--- src/rtl/slot_seq_pkg.sv ---
package slot_seq_pkg;

  localparam int PHASE_W = 2;
  localparam int FILT_W  = 2;

  typedef enum logic [PHASE_W-1:0] {
    DC_OFF    = 2'd0,
    DC_COARSE = 2'd1,
    DC_FINE   = 2'd2,
    DC_HOLD   = 2'd3
  } dcPhase_e;

  typedef enum logic [FILT_W-1:0] {
    FILT_NONE   = 2'd0,
    FILT_MINMAX = 2'd1,
    FILT_MEDIUM = 2'd2,
    FILT_SLOW   = 2'd3
  } dcFilt_e;

  typedef enum logic [1:0] {
    ST_IDLE  = 2'd0,
    ST_ARMED = 2'd1,
    ST_OPEN  = 2'd2
  } slotState_e;

  typedef struct packed {
    logic startSlot;
    logic killSlot;
    logic openLoop;
    logic lineRise;
    logic lineFall;
  } strobes_t;

endpackage

--- src/rtl/slot_seq_ctrl.sv ---
module slot_seq_ctrl
  import slot_seq_pkg::*;
(
  input  logic     clk,
  input  logic     rstN,
  input  logic     cfgStrobe,
  input  logic     slotEn,
  input  logic     timeLine,
  output strobes_t strb
);

  logic       enPrev;
  logic       linePrev;
  logic       cfgPending;
  slotState_e state;

  logic enRise, enFall, lnRise, lnFall, fresh;

  always_comb begin
    enRise = slotEn & ~enPrev;
    enFall = ~slotEn & enPrev;
    lnRise = timeLine & ~linePrev;
    lnFall = ~timeLine & linePrev;
    fresh  = cfgPending | cfgStrobe;

    strb.startSlot = enRise & fresh;
    strb.killSlot  = enRise & ~fresh;
    strb.openLoop  = enFall & (state == ST_ARMED);
    strb.lineRise  = lnRise & ~enRise & (state != ST_IDLE);
    strb.lineFall  = lnFall & ~enRise & (state != ST_IDLE);
  end

  always_ff @(posedge clk or negedge rstN) begin
    if (!rstN) begin
      enPrev     <= 1'b0;
      linePrev   <= 1'b0;
      cfgPending <= 1'b0;
      state      <= ST_IDLE;
    end else begin
      enPrev   <= slotEn;
      linePrev <= timeLine;
      if (enRise)         cfgPending <= 1'b0;
      else if (cfgStrobe) cfgPending <= 1'b1;
      if (strb.startSlot)      state <= ST_ARMED;
      else if (strb.killSlot)  state <= ST_IDLE;
      else if (strb.openLoop)  state <= ST_OPEN;
    end
  end

  AST_OPEN_AFTER_ARM: assert property (@(posedge clk) disable iff (!rstN)
    strb.openLoop |=> (state == ST_OPEN)) else $error("loop opened outside a slot");

endmodule

--- src/rtl/slot_seq_dp.sv ---
module slot_seq_dp
  import slot_seq_pkg::*;
(
  input  logic     clk,
  input  logic     rstN,
  input  strobes_t strb,
  input  logic     cfgRx,
  input  logic     cfgPllHold,
  input  logic     cfgDcMode,
  input  logic     cfgRampMode,
  output logic     pllClosed,
  output logic     rxChainEn,
  output dcPhase_e phase,
  output dcFilt_e  filt,
  output logic     preAmpEn,
  output logic     ampEn,
  output logic     txSwitch
);

  logic selRx, selHold, selDc, selRamp;

  always_ff @(posedge clk or negedge rstN) begin
    if (!rstN) begin
      selRx <= 1'b0; selHold <= 1'b0; selDc <= 1'b0; selRamp <= 1'b0;
      pllClosed <= 1'b0; rxChainEn <= 1'b0; phase <= DC_OFF;
      preAmpEn <= 1'b0; ampEn <= 1'b0; txSwitch <= 1'b0;
    end else if (strb.killSlot) begin
      selRx <= 1'b0; selHold <= 1'b0; selDc <= 1'b0; selRamp <= 1'b0;
      pllClosed <= 1'b0; rxChainEn <= 1'b0; phase <= DC_OFF;
      preAmpEn <= 1'b0; ampEn <= 1'b0; txSwitch <= 1'b0;
    end else if (strb.startSlot) begin
      selRx <= cfgRx; selHold <= cfgPllHold; selDc <= cfgDcMode; selRamp <= cfgRampMode;
      pllClosed <= 1'b1; rxChainEn <= 1'b0; phase <= DC_OFF;
      preAmpEn <= ~cfgRx; ampEn <= 1'b0; txSwitch <= 1'b0;
    end else begin
      if (strb.openLoop) begin
        pllClosed <= selHold;
        if (selRx) begin
          rxChainEn <= 1'b1;
          phase     <= DC_COARSE;
        end else if (!selRamp) begin
          txSwitch <= 1'b1;
        end
      end
      if (strb.lineRise) begin
        if (selRx) begin
          if (phase == DC_COARSE) phase <= DC_FINE;
        end else begin
          ampEn <= 1'b1;
          if (selRamp) txSwitch <= 1'b1;
        end
      end
      if (strb.lineFall && selRx && phase == DC_FINE) phase <= DC_HOLD;
    end
  end

  always_comb begin
    case (phase)
      DC_OFF:    filt = FILT_NONE;
      DC_COARSE: filt = FILT_MINMAX;
      DC_FINE:   filt = selDc ? FILT_SLOW : FILT_MEDIUM;
      default:   filt = FILT_SLOW;
    endcase
  end

  AST_HOLD_STAYS: assert property (@(posedge clk) disable iff (!rstN)
    (phase == DC_HOLD) |=> (phase == DC_HOLD || phase == DC_OFF)) else $error("hold left");
  AST_FINE_FROM_COARSE: assert property (@(posedge clk) disable iff (!rstN)
    (phase == DC_FINE && $past(phase) != DC_FINE) |-> ($past(phase) == DC_COARSE)) else $error("bad refine entry");
  AST_RX_LOOP_STATE: assert property (@(posedge clk) disable iff (!rstN)
    rxChainEn |-> (pllClosed == selHold)) else $error("loop state wrong in receive");
  AST_AMP_TX_ONLY: assert property (@(posedge clk) disable iff (!rstN)
    ampEn |-> (preAmpEn && !rxChainEn)) else $error("amplifier outside transmit");
  AST_RAMP1_TOGETHER: assert property (@(posedge clk) disable iff (!rstN)
    (!selRx && selRamp) |-> (ampEn == txSwitch)) else $error("ramp mode 1 split");
  AST_AMP_HOLDS: assert property (@(posedge clk) disable iff (!rstN)
    (ampEn && !strb.killSlot && !strb.startSlot) |=> ampEn) else $error("amplifier dropped");
  AST_KILL_IDLE: assert property (@(posedge clk) disable iff (!rstN)
    strb.killSlot |=> (!pllClosed && !rxChainEn && !preAmpEn && !ampEn && !txSwitch && phase == DC_OFF))
    else $error("slot end not idle");

endmodule

--- src/rtl/slot_seq.sv ---
module slot_seq
  import slot_seq_pkg::*;
(
  input  logic              clk,
  input  logic              rstN,
  input  logic              cfgStrobe,
  input  logic              cfgRx,
  input  logic              cfgPllHold,
  input  logic              cfgDcMode,
  input  logic              cfgRampMode,
  input  logic              slotEn,
  input  logic              timeLine,
  output logic              pllClosed,
  output logic              rxChainEn,
  output logic [PHASE_W-1:0] dcPhase,
  output logic [FILT_W-1:0]  dcFilt,
  output logic              preAmpEn,
  output logic              ampEn,
  output logic              txSwitch
);

  strobes_t strb;
  dcPhase_e phaseQ;
  dcFilt_e  filtQ;

  slot_seq_ctrl u_ctrl (
    .clk       (clk),
    .rstN      (rstN),
    .cfgStrobe (cfgStrobe),
    .slotEn    (slotEn),
    .timeLine  (timeLine),
    .strb      (strb)
  );

  slot_seq_dp u_dp (
    .clk         (clk),
    .rstN        (rstN),
    .strb        (strb),
    .cfgRx       (cfgRx),
    .cfgPllHold  (cfgPllHold),
    .cfgDcMode   (cfgDcMode),
    .cfgRampMode (cfgRampMode),
    .pllClosed   (pllClosed),
    .rxChainEn   (rxChainEn),
    .phase       (phaseQ),
    .filt        (filtQ),
    .preAmpEn    (preAmpEn),
    .ampEn       (ampEn),
    .txSwitch    (txSwitch)
  );

  assign dcPhase = phaseQ;
  assign dcFilt  = filtQ;

  AST_RX_TX_EXCLUSIVE: assert property (@(posedge clk) disable iff (!rstN)
    !(rxChainEn && (preAmpEn || txSwitch))) else $error("receive and transmit both on");

endmodule

--- config.mk ---
export PLATFORM = sky130hd
export DESIGN_NAME = slot_seq
export DESIGN_NICKNAME = d
export VERILOG_FILES = /design/src/rtl/slot_seq_pkg.sv /design/src/rtl/slot_seq_ctrl.sv /design/src/rtl/slot_seq_dp.sv /design/src/rtl/slot_seq.sv
export SDC_FILE = /design/constraint.sdc
export NUM_CORES = 1
export LEC_CHECK = 0
export BUFFER_PORTS_ARGS = -buffer_cell sky130_fd_sc_hd__buf_2
export CORE_MARGIN = 3
export CORE_UTILIZATION = 44
export DETAILED_ROUTE_END_ITERATION = 6
export GPL_ROUTABILITY_DRIVEN = 0
export PLACE_DENSITY_LB_ADDON = 0.25
export SETUP_SLACK_MARGIN = 0.5
export SLEW_MARGIN = 25
export SYNTH_ARGS = -nofsm -noshare
export SYNTH_HDL_FRONTEND = slang
export SYNTH_SLANG_ARGS = --single-unit
--- constraint.sdc ---
create_clock -name clk -period 1.15 [get_ports clk]
set_input_delay 0.23 -clock clk [delete_from_list [all_inputs] [get_ports clk]]
set_output_delay 0.23 -clock clk [all_outputs]
set_load 0.02 [all_outputs]
==> out/results.tsv <==
metric	value	unit
initial antenna violation count	0	
status	finished with violations	
Req. time, crit path	0.92	ns
failing checks	negative hold slack, negative setup slack	
worst-margin pin slew	0.394	ns
IO Port Bufs	17	
worst hold slack	-0.164	ns
Slew headroom	0.736	
first-pass GRT wire length	2770	um
final wirelength	1690	um
Cell Area, Synth	668	sq um
slowest stage cell, crit path	dfrtp_2	
core area	1370	sq um
largest net degree at the start of global routing	17	
critical path fanouts, max	4	
Post-synth EDFFs	0	
Setup CP Type	reg -> out	
Clock Tree Root	clkbuf_4	
final net count	102	
Diodes inserted	0	
area growth from synthesis to layout	57.7	%
final hold viol count	16	
Overall Global Routing Usage	0.202	
Period minus WS final	1.25	ns
critical path cell sequence	a21o_1, buf_6	
number of global-route vias before repair	630	
Syn Nets	70	
clock sink count	16	
critical path depth in cells	2	
FF+latch count, synth	16	
arrival time at the worst endpoint	1.02	ns
synthesized instance count	61	
commonest register cell after synthesis	dfrtp_1	
synth unique cells	24	
largest cells by area after synthesis	dfrtp_1, a22o_1, nand2_1, o21ai_0, nor2_1	
Avg Inst Size Synth	11.0	sq um
RSZ-0062 raised after global routing	yes	
sequential area share after synthesis	0.599	
Max Clock Skew	0.00357	ns
wire per inst	15.8	um
setup violators final	8	
Final HPWL DP	1110	um
Iter 0 DRT Violations	11	
DIE HEIGHT	45.0	um
setup TNS	-0.279	ns
leakage	0.000514	uW
CTS Buf Count	3	
layout cells sized above 1	0.620	
max cap viols	0	
Antenna Nets Post-Route	0	
fin crit share	1.09	
r2r setup slk	-0.04	ns
Initial Util	0.489	
share of the synthesized area in the top cell type	0.599	
crit start category	flip-flop	
Tightest Hold Check Type	in -> async	
top cells by count, synth	dfrtp_1, nand2_1, nor2_1	
CTS tree	yes	
cell taking the most area after synthesis	dfrtp_1	
Die ar.	2020	sq um
Max IR drop VDD	0.734	mV
drt first pass iters	4	
type of destination of the critical path	output pin	
GRT overflow	0	
drt via density	5.29	
fin cells	107	
total number of vias	566	
placed cell count	93	
Syn. warnings	0	
Max Clock Freq	798	MHz
Pwr Density	1420	nW/um^2
worst reg2reg path depth	3	
Skew-Pair Late Insertion Delay	0.29	ns
Remaining DRCs	0	
clk buf depth	2	
I/O Pins	18	
fraction of registers with async set/reset	1.00	
FP Rows	13	
worst setup margin	-0.102	ns
die width	45.0	um
most common cell in the netlist	dfrtp_1	
max incr delay on CP	0.44	ns
CP top delay family	flip-flops	
Buf/Inv on CP	1	
H-tree levels	1	
pins over their slew limit	0	
Reg clk slew, reported paths	0.09	ns
[what timing repair did]
action / in CTS / in global routing
buffers inserted: 8 / 2
pin swaps: 8 / 6
setup endpoints to repair: 23 / 23
hold endpoints to repair: 16 / 16
gates resized for setup: 28 / 11
[placed cells by master, fill, tap and decap left out]
| cell | netlist | layout |
|---|---|---|
| o21a_1 | 1 | 1 |
| buf_4 | 0 | 5 |
| nand2b_4 | 0 | 1 |
| nor2b_4 | 0 | 1 |
| nor2_4 | 0 | 2 |
| nor2_2 | 0 | 2 |
| mux2i_1 | 1 | 1 |
| o31a_1 | 1 | 1 |
| dfrtp_2 | 0 | 6 |
| o21ai_1 | 1 | 4 |
| and2_4 | 1 | 1 |
| o21ai_4 | 0 | 1 |
| nand2_2 | 1 | 2 |
| nor4_2 | 0 | 1 |
| nand2_4 | 0 | 2 |
| a22o_1 | 4 | 4 |
| o22ai_2 | 1 | 1 |
| nand2_1 | 9 | 6 |
| dfrtp_1 | 16 | 10 |
| nand3_1 | 1 | 1 |
| nor2_1 | 6 | 2 |
| o21ai_2 | 0 | 1 |
| clkbuf_4 | 0 | 3 |
| o2111ai_2 | 0 | 1 |
| a21o_1 | 1 | 1 |
| buf_6 | 0 | 15 |
| o211ai_1 | 1 | 1 |
| a21o_2 | 1 | 1 |
| and4bb_4 | 1 | 1 |
| clkbuf_8 | 0 | 1 |
| inv_1 | 3 | 3 |
| buf_2 | 1 | 9 |
[cell families (layout without fill, tap and decap cells)]
kind of cell / count (synthesis) / after routing / synth area share
AO/OA/AOI/OAI: 17 / 17 / 0.189
buffers and inverters: 5 / 36 / 0.0299
flip-flops: 16 / 16 / 0.599
multiplexers: 1 / 1 / 0.0150
AND/OR/NAND/NOR: 22 / 22 / 0.167
[flip-flops by register name (all words and copies together) (netlist names)]
register / cells
u_ctrl.enPrev: 1
u_ctrl.cfgPending: 1
u_dp.ampEn: 1
u_ctrl.state: 2
u_dp.pllClosed: 1
u_dp.preAmpEn: 1
u_dp.selHold: 1
u_ctrl.linePrev: 1
u_dp.txSwitch: 1
u_dp.phase: 2
u_dp.rxChainEn: 1
u_dp.selRamp: 1
u_dp.selRx: 1
u_dp.selDc: 1
[report_power, final]
part	internal (uW)	total [uW]	switching, uW
clock	193	372	179
sequential	641	710	69.6
combinational	218	410	192
[layout make-up]
type,instances,area (sq um)
repair buffers,29,251
fillers,86,313
multi-input cells,40,328
flip-flops and latches,16,408
well taps,15,18.8
clock buffers,4,36.3
inverters,3,11.3
[metal layers]
layer | global-route usage | part of all wire
met5 | 0 | 0
met1 | 0.212 | 0.42
met3 | 0.0717 | 0.052
met4 | 0.117 | 0.018
met2 | 0.345 | 0.51
[final timing paths]
kind / endpoint / from
max: dcFilt[0] / u_dp.phase[1]
min: u_dp.selHold / rstN
max reg2reg: u_dp.txSwitch / u_ctrl.state[0]
min reg2reg: u_dp.rxChainEn / u_dp.rxChainEn
max in group asynchronous: u_dp.rxChainEn / rstN
min in group clk: u_ctrl.linePrev / timeLine
[per-stage QoR]
| step | power (uW) | setup slack, ns | utilization | hold slack [ns] | instance area (sq um) |
|---|---|---|---|---|---|
| after floorplan | 877 | 0.0727 | - | -0.0656 | 718 |
| after global placement | 967 | 0.00839 | 0.594 | 0.158 | 812 |
| after detailed placement | 982 | -0.0153 | 0.594 | 0.162 | 812 |
| after CTS | 1460 | -0.108 | 0.727 | -0.169 | 993 |
| after global routing | 1560 | -0.136 | 0.771 | -0.162 | 1050 |
| final | 1490 | -0.102 | 0.771 | -0.164 | 1050 |
(Power assumes the default switching activity.)
